`src/rtl/cam_pulse_pkg.sv`:
```
package cam_pulse_pkg;
    localparam int NUM_CH  = 3;
    localparam int CH_SHUT = 0;
    localparam int CH_PRE  = 1;
    localparam int CH_STRB = 2;

    typedef enum logic [1:0] {
        CH_IDLE   = 2'd0,
        CH_COUNT  = 2'd1,
        CH_DELAY  = 2'd2,
        CH_ACTIVE = 2'd3
    } chan_state_e;

    typedef enum logic {
        GR_IDLE  = 1'b0,
        GR_DRIVE = 1'b1
    } grst_state_e;

    typedef enum logic [1:0] {
        SRC_RX0  = 2'd0,
        SRC_RX1  = 2'd1,
        SRC_PAR  = 2'd2,
        SRC_GRST = 2'd3
    } src_sel_e;
endpackage

```
`src/rtl/cpt_tick_div.sv`:
```
module cpt_tick_div #(
    parameter int DIV_W = 8
) (
    input  logic             clk,
    input  logic             rst_n,
    input  logic [DIV_W-1:0] ratio,
    output logic             tick
);
    logic [DIV_W-1:0] cnt;

    assign tick = (cnt >= ratio);

    always_ff @(posedge clk) begin
        if (!rst_n) begin
            cnt <= '0;
        end else if (tick) begin
            cnt <= '0;
        end else begin
            cnt <= cnt + DIV_W'(1);
        end
    end
endmodule

```
`src/rtl/cpt_trig_sel.sv`:
```
module cpt_trig_sel
    import cam_pulse_pkg::*;
(
    input  logic       clk,
    input  logic       rst_n,
    input  logic       tick,
    input  logic [1:0] sel,
    input  logic       gr_dir,
    input  logic       vs_rx0,
    input  logic       vs_rx1,
    input  logic       vs_par,
    input  logic       grst_ext,
    input  logic       grst_int,
    output logic       evt
);
    logic raw;
    logic s1, s2, s3;
    logic pend;
    logic rise;

    always_comb begin
        unique case (src_sel_e'(sel))
            SRC_RX0:  raw = vs_rx0;
            SRC_RX1:  raw = vs_rx1;
            SRC_PAR:  raw = vs_par;
            SRC_GRST: raw = gr_dir ? grst_int : grst_ext;
        endcase
    end

    assign rise = s2 & ~s3;
    assign evt  = pend & tick;

    always_ff @(posedge clk) begin
        if (!rst_n) begin
            s1   <= 1'b0;
            s2   <= 1'b0;
            s3   <= 1'b0;
            pend <= 1'b0;
        end else begin
            s1   <= raw;
            s2   <= s1;
            s3   <= s2;
            pend <= rise | (pend & ~tick);
        end
    end
endmodule

```
`src/rtl/cpt_grst_gen.sv`:
```
module cpt_grst_gen
    import cam_pulse_pkg::*;
#(
    parameter int LEN_W = 12
) (
    input  logic             clk,
    input  logic             rst_n,
    input  logic             tick,
    input  logic             dir,
    input  logic             start,
    input  logic [LEN_W-1:0] len,
    output logic             drive
);
    grst_state_e      st, st_nx;
    logic [LEN_W-1:0] cnt, cnt_nx;
    logic             req, req_nx;

    always_ff @(posedge clk) begin
        if (!rst_n) begin
            st  <= GR_IDLE;
            cnt <= '0;
            req <= 1'b0;
        end else begin
            st  <= st_nx;
            cnt <= cnt_nx;
            req <= req_nx;
        end
    end

    always_comb begin
        st_nx  = st;
        cnt_nx = cnt;
        req_nx = req;
        if (!dir) begin
            st_nx  = GR_IDLE;
            req_nx = 1'b0;
        end else begin
            unique case (st)
                GR_IDLE: begin
                    req_nx = req | start;
                    if (tick && req) begin
                        req_nx = start;
                        if (len != '0) begin
                            st_nx  = GR_DRIVE;
                            cnt_nx = len;
                        end
                    end
                end
                GR_DRIVE: begin
                    req_nx = 1'b0;
                    if (tick) begin
                        if (cnt == LEN_W'(1)) begin
                            st_nx = GR_IDLE;
                        end else begin
                            cnt_nx = cnt - LEN_W'(1);
                        end
                    end
                end
            endcase
        end
    end

    always_comb begin
        unique case (st)
            GR_DRIVE: drive = 1'b1;
            default:  drive = 1'b0;
        endcase
    end
endmodule

```
`src/rtl/cpt_pulse_chan.sv`:
```
module cpt_pulse_chan
    import cam_pulse_pkg::*;
#(
    parameter int FRM_W   = 4,
    parameter int DLY_W   = 12,
    parameter int LEN_W   = 12,
    parameter int RPL_W   = 4,
    parameter bit HAS_RPL = 1'b0
) (
    input  logic             clk,
    input  logic             rst_n,
    input  logic             tick,
    input  logic             evt,
    input  logic [FRM_W-1:0] frames,
    input  logic [DLY_W-1:0] delay,
    input  logic [LEN_W-1:0] len,
    input  logic [RPL_W-1:0] replay,
    output logic             pulse_o
);
    localparam int CNT_W = (DLY_W > LEN_W) ? DLY_W : LEN_W;

    chan_state_e      st, st_nx, launch_st;
    logic [CNT_W-1:0] cnt, cnt_nx, launch_cnt;
    logic [FRM_W-1:0] frm, frm_nx;
    logic [RPL_W-1:0] rpl, rpl_nx;

    assign launch_st  = (delay == '0) ? CH_ACTIVE : CH_DELAY;
    assign launch_cnt = (delay == '0) ? CNT_W'(len) : CNT_W'(delay);

    always_ff @(posedge clk) begin
        if (!rst_n) begin
            st  <= CH_IDLE;
            cnt <= '0;
            frm <= '0;
            rpl <= '0;
        end else begin
            st  <= st_nx;
            cnt <= cnt_nx;
            frm <= frm_nx;
            rpl <= rpl_nx;
        end
    end

    always_comb begin
        st_nx  = st;
        cnt_nx = cnt;
        frm_nx = frm;
        rpl_nx = rpl;
        if (tick) begin
            unique case (st)
                CH_IDLE: begin
                    if (evt && frames != '0 && len != '0) begin
                        rpl_nx = HAS_RPL ? replay : '0;
                        if (frames == FRM_W'(1)) begin
                            st_nx  = launch_st;
                            cnt_nx = launch_cnt;
                        end else begin
                            st_nx  = CH_COUNT;
                            frm_nx = frames - FRM_W'(1);
                        end
                    end
                end
                CH_COUNT: begin
                    if (evt) begin
                        if (frm == FRM_W'(1)) begin
                            st_nx  = launch_st;
                            cnt_nx = launch_cnt;
                        end else begin
                            frm_nx = frm - FRM_W'(1);
                        end
                    end
                end
                CH_DELAY: begin
                    if (cnt == CNT_W'(1)) begin
                        st_nx  = CH_ACTIVE;
                        cnt_nx = CNT_W'(len);
                    end else begin
                        cnt_nx = cnt - CNT_W'(1);
                    end
                end
                CH_ACTIVE: begin
                    if (cnt == CNT_W'(1)) begin
                        if (rpl != '0) begin
                            rpl_nx = rpl - RPL_W'(1);
                            st_nx  = launch_st;
                            cnt_nx = launch_cnt;
                        end else begin
                            st_nx = CH_IDLE;
                        end
                    end else begin
                        cnt_nx = cnt - CNT_W'(1);
                    end
                end
            endcase
        end
    end

    always_comb begin
        unique case (st)
            CH_ACTIVE: pulse_o = 1'b1;
            default:   pulse_o = 1'b0;
        endcase
    end
endmodule

```
`src/rtl/cam_pulse_timer.sv`:
```
module cam_pulse_timer
    import cam_pulse_pkg::*;
#(
    parameter int DIV_W = 8,
    parameter int FRM_W = 4,
    parameter int DLY_W = 12,
    parameter int LEN_W = 12,
    parameter int RPL_W = 4
) (
    input  logic                         clk,
    input  logic                         rst_n,
    input  logic [DIV_W-1:0]             div_ratio,
    input  logic [1:0]                   src_sel,
    input  logic                         grst_dir,
    input  logic                         grst_start,
    input  logic                         vs_rx0,
    input  logic                         vs_rx1,
    input  logic                         vs_par,
    input  logic                         grst_in,
    input  logic [NUM_CH-1:0][FRM_W-1:0] cfg_frames,
    input  logic [NUM_CH-1:0][DLY_W-1:0] cfg_delay,
    input  logic [NUM_CH-1:0][LEN_W-1:0] cfg_len,
    input  logic [RPL_W-1:0]             pre_repeat,
    input  logic [LEN_W-1:0]             grst_len,
    output logic                         shutter_o,
    output logic                         prestrobe_o,
    output logic                         strobe_o,
    output logic                         grst_out,
    output logic                         grst_oe
);
    logic              tick;
    logic              evt;
    logic              grst_drv;
    logic [NUM_CH-1:0] chan_pulse;

    cpt_tick_div #(.DIV_W(DIV_W)) u_div (
        .clk   (clk),
        .rst_n (rst_n),
        .ratio (div_ratio),
        .tick  (tick)
    );

    cpt_grst_gen #(.LEN_W(LEN_W)) u_grst (
        .clk   (clk),
        .rst_n (rst_n),
        .tick  (tick),
        .dir   (grst_dir),
        .start (grst_start),
        .len   (grst_len),
        .drive (grst_drv)
    );

    cpt_trig_sel u_trig (
        .clk      (clk),
        .rst_n    (rst_n),
        .tick     (tick),
        .sel      (src_sel),
        .gr_dir   (grst_dir),
        .vs_rx0   (vs_rx0),
        .vs_rx1   (vs_rx1),
        .vs_par   (vs_par),
        .grst_ext (grst_in),
        .grst_int (grst_drv),
        .evt      (evt)
    );

    for (genvar i = 0; i < NUM_CH; i++) begin : g_chan
        cpt_pulse_chan #(
            .FRM_W   (FRM_W),
            .DLY_W   (DLY_W),
            .LEN_W   (LEN_W),
            .RPL_W   (RPL_W),
            .HAS_RPL (i == CH_PRE)
        ) u_chan (
            .clk     (clk),
            .rst_n   (rst_n),
            .tick    (tick),
            .evt     (evt),
            .frames  (cfg_frames[i]),
            .delay   (cfg_delay[i]),
            .len     (cfg_len[i]),
            .replay  (pre_repeat),
            .pulse_o (chan_pulse[i])
        );
    end

    assign shutter_o   = chan_pulse[CH_SHUT];
    assign prestrobe_o = chan_pulse[CH_PRE];
    assign strobe_o    = chan_pulse[CH_STRB];
    assign grst_out    = grst_drv;
    assign grst_oe     = grst_dir;
endmodule

```
`config.mk`:
```
export PLATFORM = sky130hd
export DESIGN_NAME = cam_pulse_timer
export DESIGN_NICKNAME = d
export VERILOG_FILES = /design/src/rtl/cam_pulse_pkg.sv /design/src/rtl/cpt_tick_div.sv /design/src/rtl/cpt_trig_sel.sv /design/src/rtl/cpt_grst_gen.sv /design/src/rtl/cpt_pulse_chan.sv /design/src/rtl/cam_pulse_timer.sv
export SDC_FILE = /design/constraint.sdc
export NUM_CORES = 1
export LEC_CHECK = 0
export ABC_CLOCK_PERIOD_IN_PS = 7540
export CORE_ASPECT_RATIO = 1.5
export CORE_MARGIN = 3
export CORE_UTILIZATION = 42
export CTS_CLUSTER_DIAMETER = 150
export DETAILED_ROUTE_END_ITERATION = 6
export PLACE_DENSITY_LB_ADDON = 0.15
export SLEW_MARGIN = 5
export SYNTH_ARGS = -nofsm -noshare
export SYNTH_HDL_FRONTEND = slang
export SYNTH_SLANG_ARGS = --single-unit
```
`constraint.sdc`:
```
create_clock -name clk -period 7.54 [get_ports clk]
set_input_delay 1.508 -clock clk [delete_from_list [all_inputs] [get_ports clk]]
set_output_delay 1.508 -clock clk [all_outputs]
set_load 0.01 [all_outputs]
```
==> metrics.txt <==
clock tree from TritonCTS=built; remaining global-route overflow=0; Most Frequent Cell on Critical Path=sky130_fd_sc_hd__clkdlybuf4s50_1; post-detailed-placement cell area=0.00847 sq mm; Worst Path Class, Setup=primary input to output port; weighted congestion at the end of routability-driven global placement=0.882; peak per-stage delay on the critical path=570 ps; overall track demand over capacity in global routing=0.220; Total Die Area=0.0188 sq mm; Site Rows=58; top-area cell type share of the netlist area=0.255; final hold violation count=0; Largest delay share family, worst path=buffers and inverters; Cells after Synth=950; Finish-stage setup viols=0; share of flip-flops with an asynchronous set or reset=0; slew at the pin with the worst max-slew slack=1120 ps; DRC violations left=0; synthesized netlist net count=1,105; CTS H-tree depth=3; peak ir drop on the vdd network=84.9 uV; post-route fraction of the period consumed by the critical path=0.550; Setup Total Neg Slack=0 ps; status=complete, no violations; Port Buffers=122; count of TritonRoute iterations in the first routing pass=5; required time of the critical path=6030 ps; CP Capture Type=output port; detailed-routed wire length on met2=10,500 um; Startpoint Class=primary input; post_cts resized=0; Boundary Pins=123; DRT Wirelength=20,900 um; Clk pin slew, worst setup/hold paths=60 ps; total design power=1120 uW; post-route antenna net violation count=0; post-synthesis average cell area=7.60 sq um; share of cells above drive strength 1=0.0666; insertion delay to the later sink of the worst-skew pair=350 ps; number of nets in the layout=1,187; horizontal die dimension=113 um; Yosys top cell by area=sky130_fd_sc_hd__dfxtp_1; sequential area share after synthesis=0.255; initial drt markers=318; final critical-path required period=4150 ps; Antenna diodes=0; Met3 Wirelength=816 um; Avg WL per Cell=16.7 um; synthesized flop and latch total=92; die span in y=167 um; drt via density=6.04; min-delay worst type=register to register; largest fanout of any net on the critical path=5; top cells by count, synth=92 x sky130_fd_sc_hd__dfxtp_1, 83 x sky130_fd_sc_hd__a21oi_1, 83 x sky130_fd_sc_hd__nand2_1; crit path buf inv count=2; clock skew after layout=9.85 ps; most numerous cell in the Yosys netlist=sky130_fd_sc_hd__dfxtp_1; FILL cells=1,683; Syn. warnings=0; Max-slew headroom=0.254; cell area after technology mapping=0.00722 sq mm; Max-cap violations=0; routed vias=7,529; crit path max-delay cell type=sky130_fd_sc_hd__clkdlybuf4s50_1; fmax=241 MHz; FF+latch area=0.00184 sq mm; dpl cells=1,231; total leakage power=0.00330 uW; fin. max-slew vios=0; DP HPWL=15,400 um; arrival time at the worst endpoint=2640 ps; pwr dens=127 mW/mm^2; Post-CTS Setup Repair Bufs=0; cell area after layout=0.00877 sq mm; number of non-filler instances in the completed layout=1,246; highest signal layer in the routed design=met4; clock root buffer=sky130_fd_sc_hd__clkbuf_16; number of distinct standard cells referenced by the synthesized netlist=88; unrepaired setup endpoints after global routing=false; CTS sink cnt=92; largest net degree at the start of global routing=82; top area cells in the synthesized netlist=sky130_fd_sc_hd__dfxtp_1 26%, sky130_fd_sc_hd__ha_1 6.4%, sky130_fd_sc_hd__a21oi_1 5.8%, sky130_fd_sc_hd__nand2_1 4.3%, sky130_fd_sc_hd__nor2_1 4.1%; number of buffers created by CTS=9; count of flip-flops with a built-in enable after synthesis=0; multi-input logic area=0.00491 sq mm; commonest register cell after synthesis=sky130_fd_sc_hd__dfxtp_1; area delta synth->final=21.5%; starting density of the core=0.429; Bufs on Longest Clock Path=2; via count of the first global-routing pass=7,302; initial antenna violation count=0; global-route wire length before repair=34,800 um; core area=0.0168 sq mm; CTS Hold Buffers Added=0; ordered list of cells on the worst path=clkdlybuf4s50_1, clkdlybuf4s50_1; detailed-routing wirelength on met1=8800 um
[cell families after synthesis]
| kind of cell | share of synthesized area |
|---|---|
| AOI/OAI and AO/OA | 0.294 |
| xor gates and xnor gates | 0.0255 |
| adders and majority gates | 0.0641 |
| buffers and inverters | 0.0669 |
| DFF | 0.255 |
| muxes | 0.0248 |
| and+or+nand+nor | 0.270 |
[final cells by class]
cell class                      count  area share
Clock buffer                       11      0.0288
Clock inverter                      4     0.00557
Multi-Input combinational cell    750       0.560
Timing Repair Buffer              129       0.145
Sequential cell                    92       0.210
Inverter                           50      0.0214
Tap cell                          210      0.0300
[worst register-to-register path, cell delays in order (launching register included)]
cell                       delay, ps
sky130_fd_sc_hd__dfxtp_1         430
sky130_fd_sc_hd__ha_1            210
sky130_fd_sc_hd__nor4b_2         550
sky130_fd_sc_hd__nand3_1         480
sky130_fd_sc_hd__and2_0          540
sky130_fd_sc_hd__a221oi_1        390
sky130_fd_sc_hd__a21oi_1         100
sky130_fd_sc_hd__a31o_2          280
[path summary, 6_finish.rpt]
| path | from | endpoint | slack, ps | cells after the start |
|---|---|---|---|---|
| min | u_trig.s3 | u_trig.pend | 430 | 1 |
| max reg2reg | g_chan[2].u_chan.cnt[0] | g_chan[2].u_chan.cnt[8] | 4460 | 7 |
| min reg2reg | u_trig.s3 | u_trig.pend | 430 | 1 |
| max | grst_dir | grst_oe | 3390 | 2 |
[state kept, by name, indices dropped and copies added (netlist names)]
| signal | flops |
|---|---|
| g_chan.u_chan.cnt | 36 |
| g_chan.u_chan.frm | 12 |
| g_chan.u_chan.rpl | 12 |
| u_grst.cnt | 12 |
| u_div.cnt | 8 |
| g_chan.u_chan.st | 6 |
| u_grst.req | 1 |
| u_grst.st | 1 |
| u_trig.pend | 1 |
| u_trig.s1 | 1 |
| u_trig.s2 | 1 |
| u_trig.s3 | 1 |
[power breakdown]
group | internal [uW] | leakage [uW] | switching [uW] | total [uW]
sequential | 489 | 0.000742 | 4.29 | 493
combinational | 83.9 | 0.00240 | 64.3 | 148
clock | 273 | 0.000151 | 203 | 476
total | 846 | 0.00330 | 271 | 1120
[routing by layer]
layer  vias to the layer above  track usage
li1                       3751            -
met3                        48       0.0244
met5                         -            0
met2                       190        0.383
met1                      3540        0.265
met4                         0        0.107
[placed cells by master, fill, tap and decap left out, types with 9 or more instances in the layout]
cell	count
sky130_fd_sc_hd__nor2_1	78
sky130_fd_sc_hd__inv_1	48
sky130_fd_sc_hd__ha_1	37
sky130_fd_sc_hd__dfxtp_1	92
sky130_fd_sc_hd__clkbuf_16	9
sky130_fd_sc_hd__xnor2_1	10
sky130_fd_sc_hd__a211oi_1	9
sky130_fd_sc_hd__or4_1	10
sky130_fd_sc_hd__nor3b_1	9
sky130_fd_sc_hd__o211ai_1	14
sky130_fd_sc_hd__nand3_1	34
sky130_fd_sc_hd__or3_1	11
sky130_fd_sc_hd__o21ai_1	9
sky130_fd_sc_hd__nor4_1	23
sky130_fd_sc_hd__o21ai_0	56
sky130_fd_sc_hd__clkdlybuf4s50_1	121
sky130_fd_sc_hd__nand4_1	11
sky130_fd_sc_hd__nand2b_1	12
sky130_fd_sc_hd__xor2_1	11
sky130_fd_sc_hd__a21oi_1	83
sky130_fd_sc_hd__and3_1	15
sky130_fd_sc_hd__mux2i_1	12
sky130_fd_sc_hd__nand2_1	83
sky130_fd_sc_hd__a31oi_1	9
sky130_fd_sc_hd__o31ai_1	11
sky130_fd_sc_hd__nor3_1	37
[through the flow]
stage                      util  worst slack (ps)  hold slack [ps]
after floorplan               -              4180              408
after global placement    0.503              3240              412
after detailed placement  0.503              3170              426
after CTS                 0.521              3380              431
after global routing      0.521              3330              458
final                     0.521              3390              427
(Power assumes the default switching activity.)
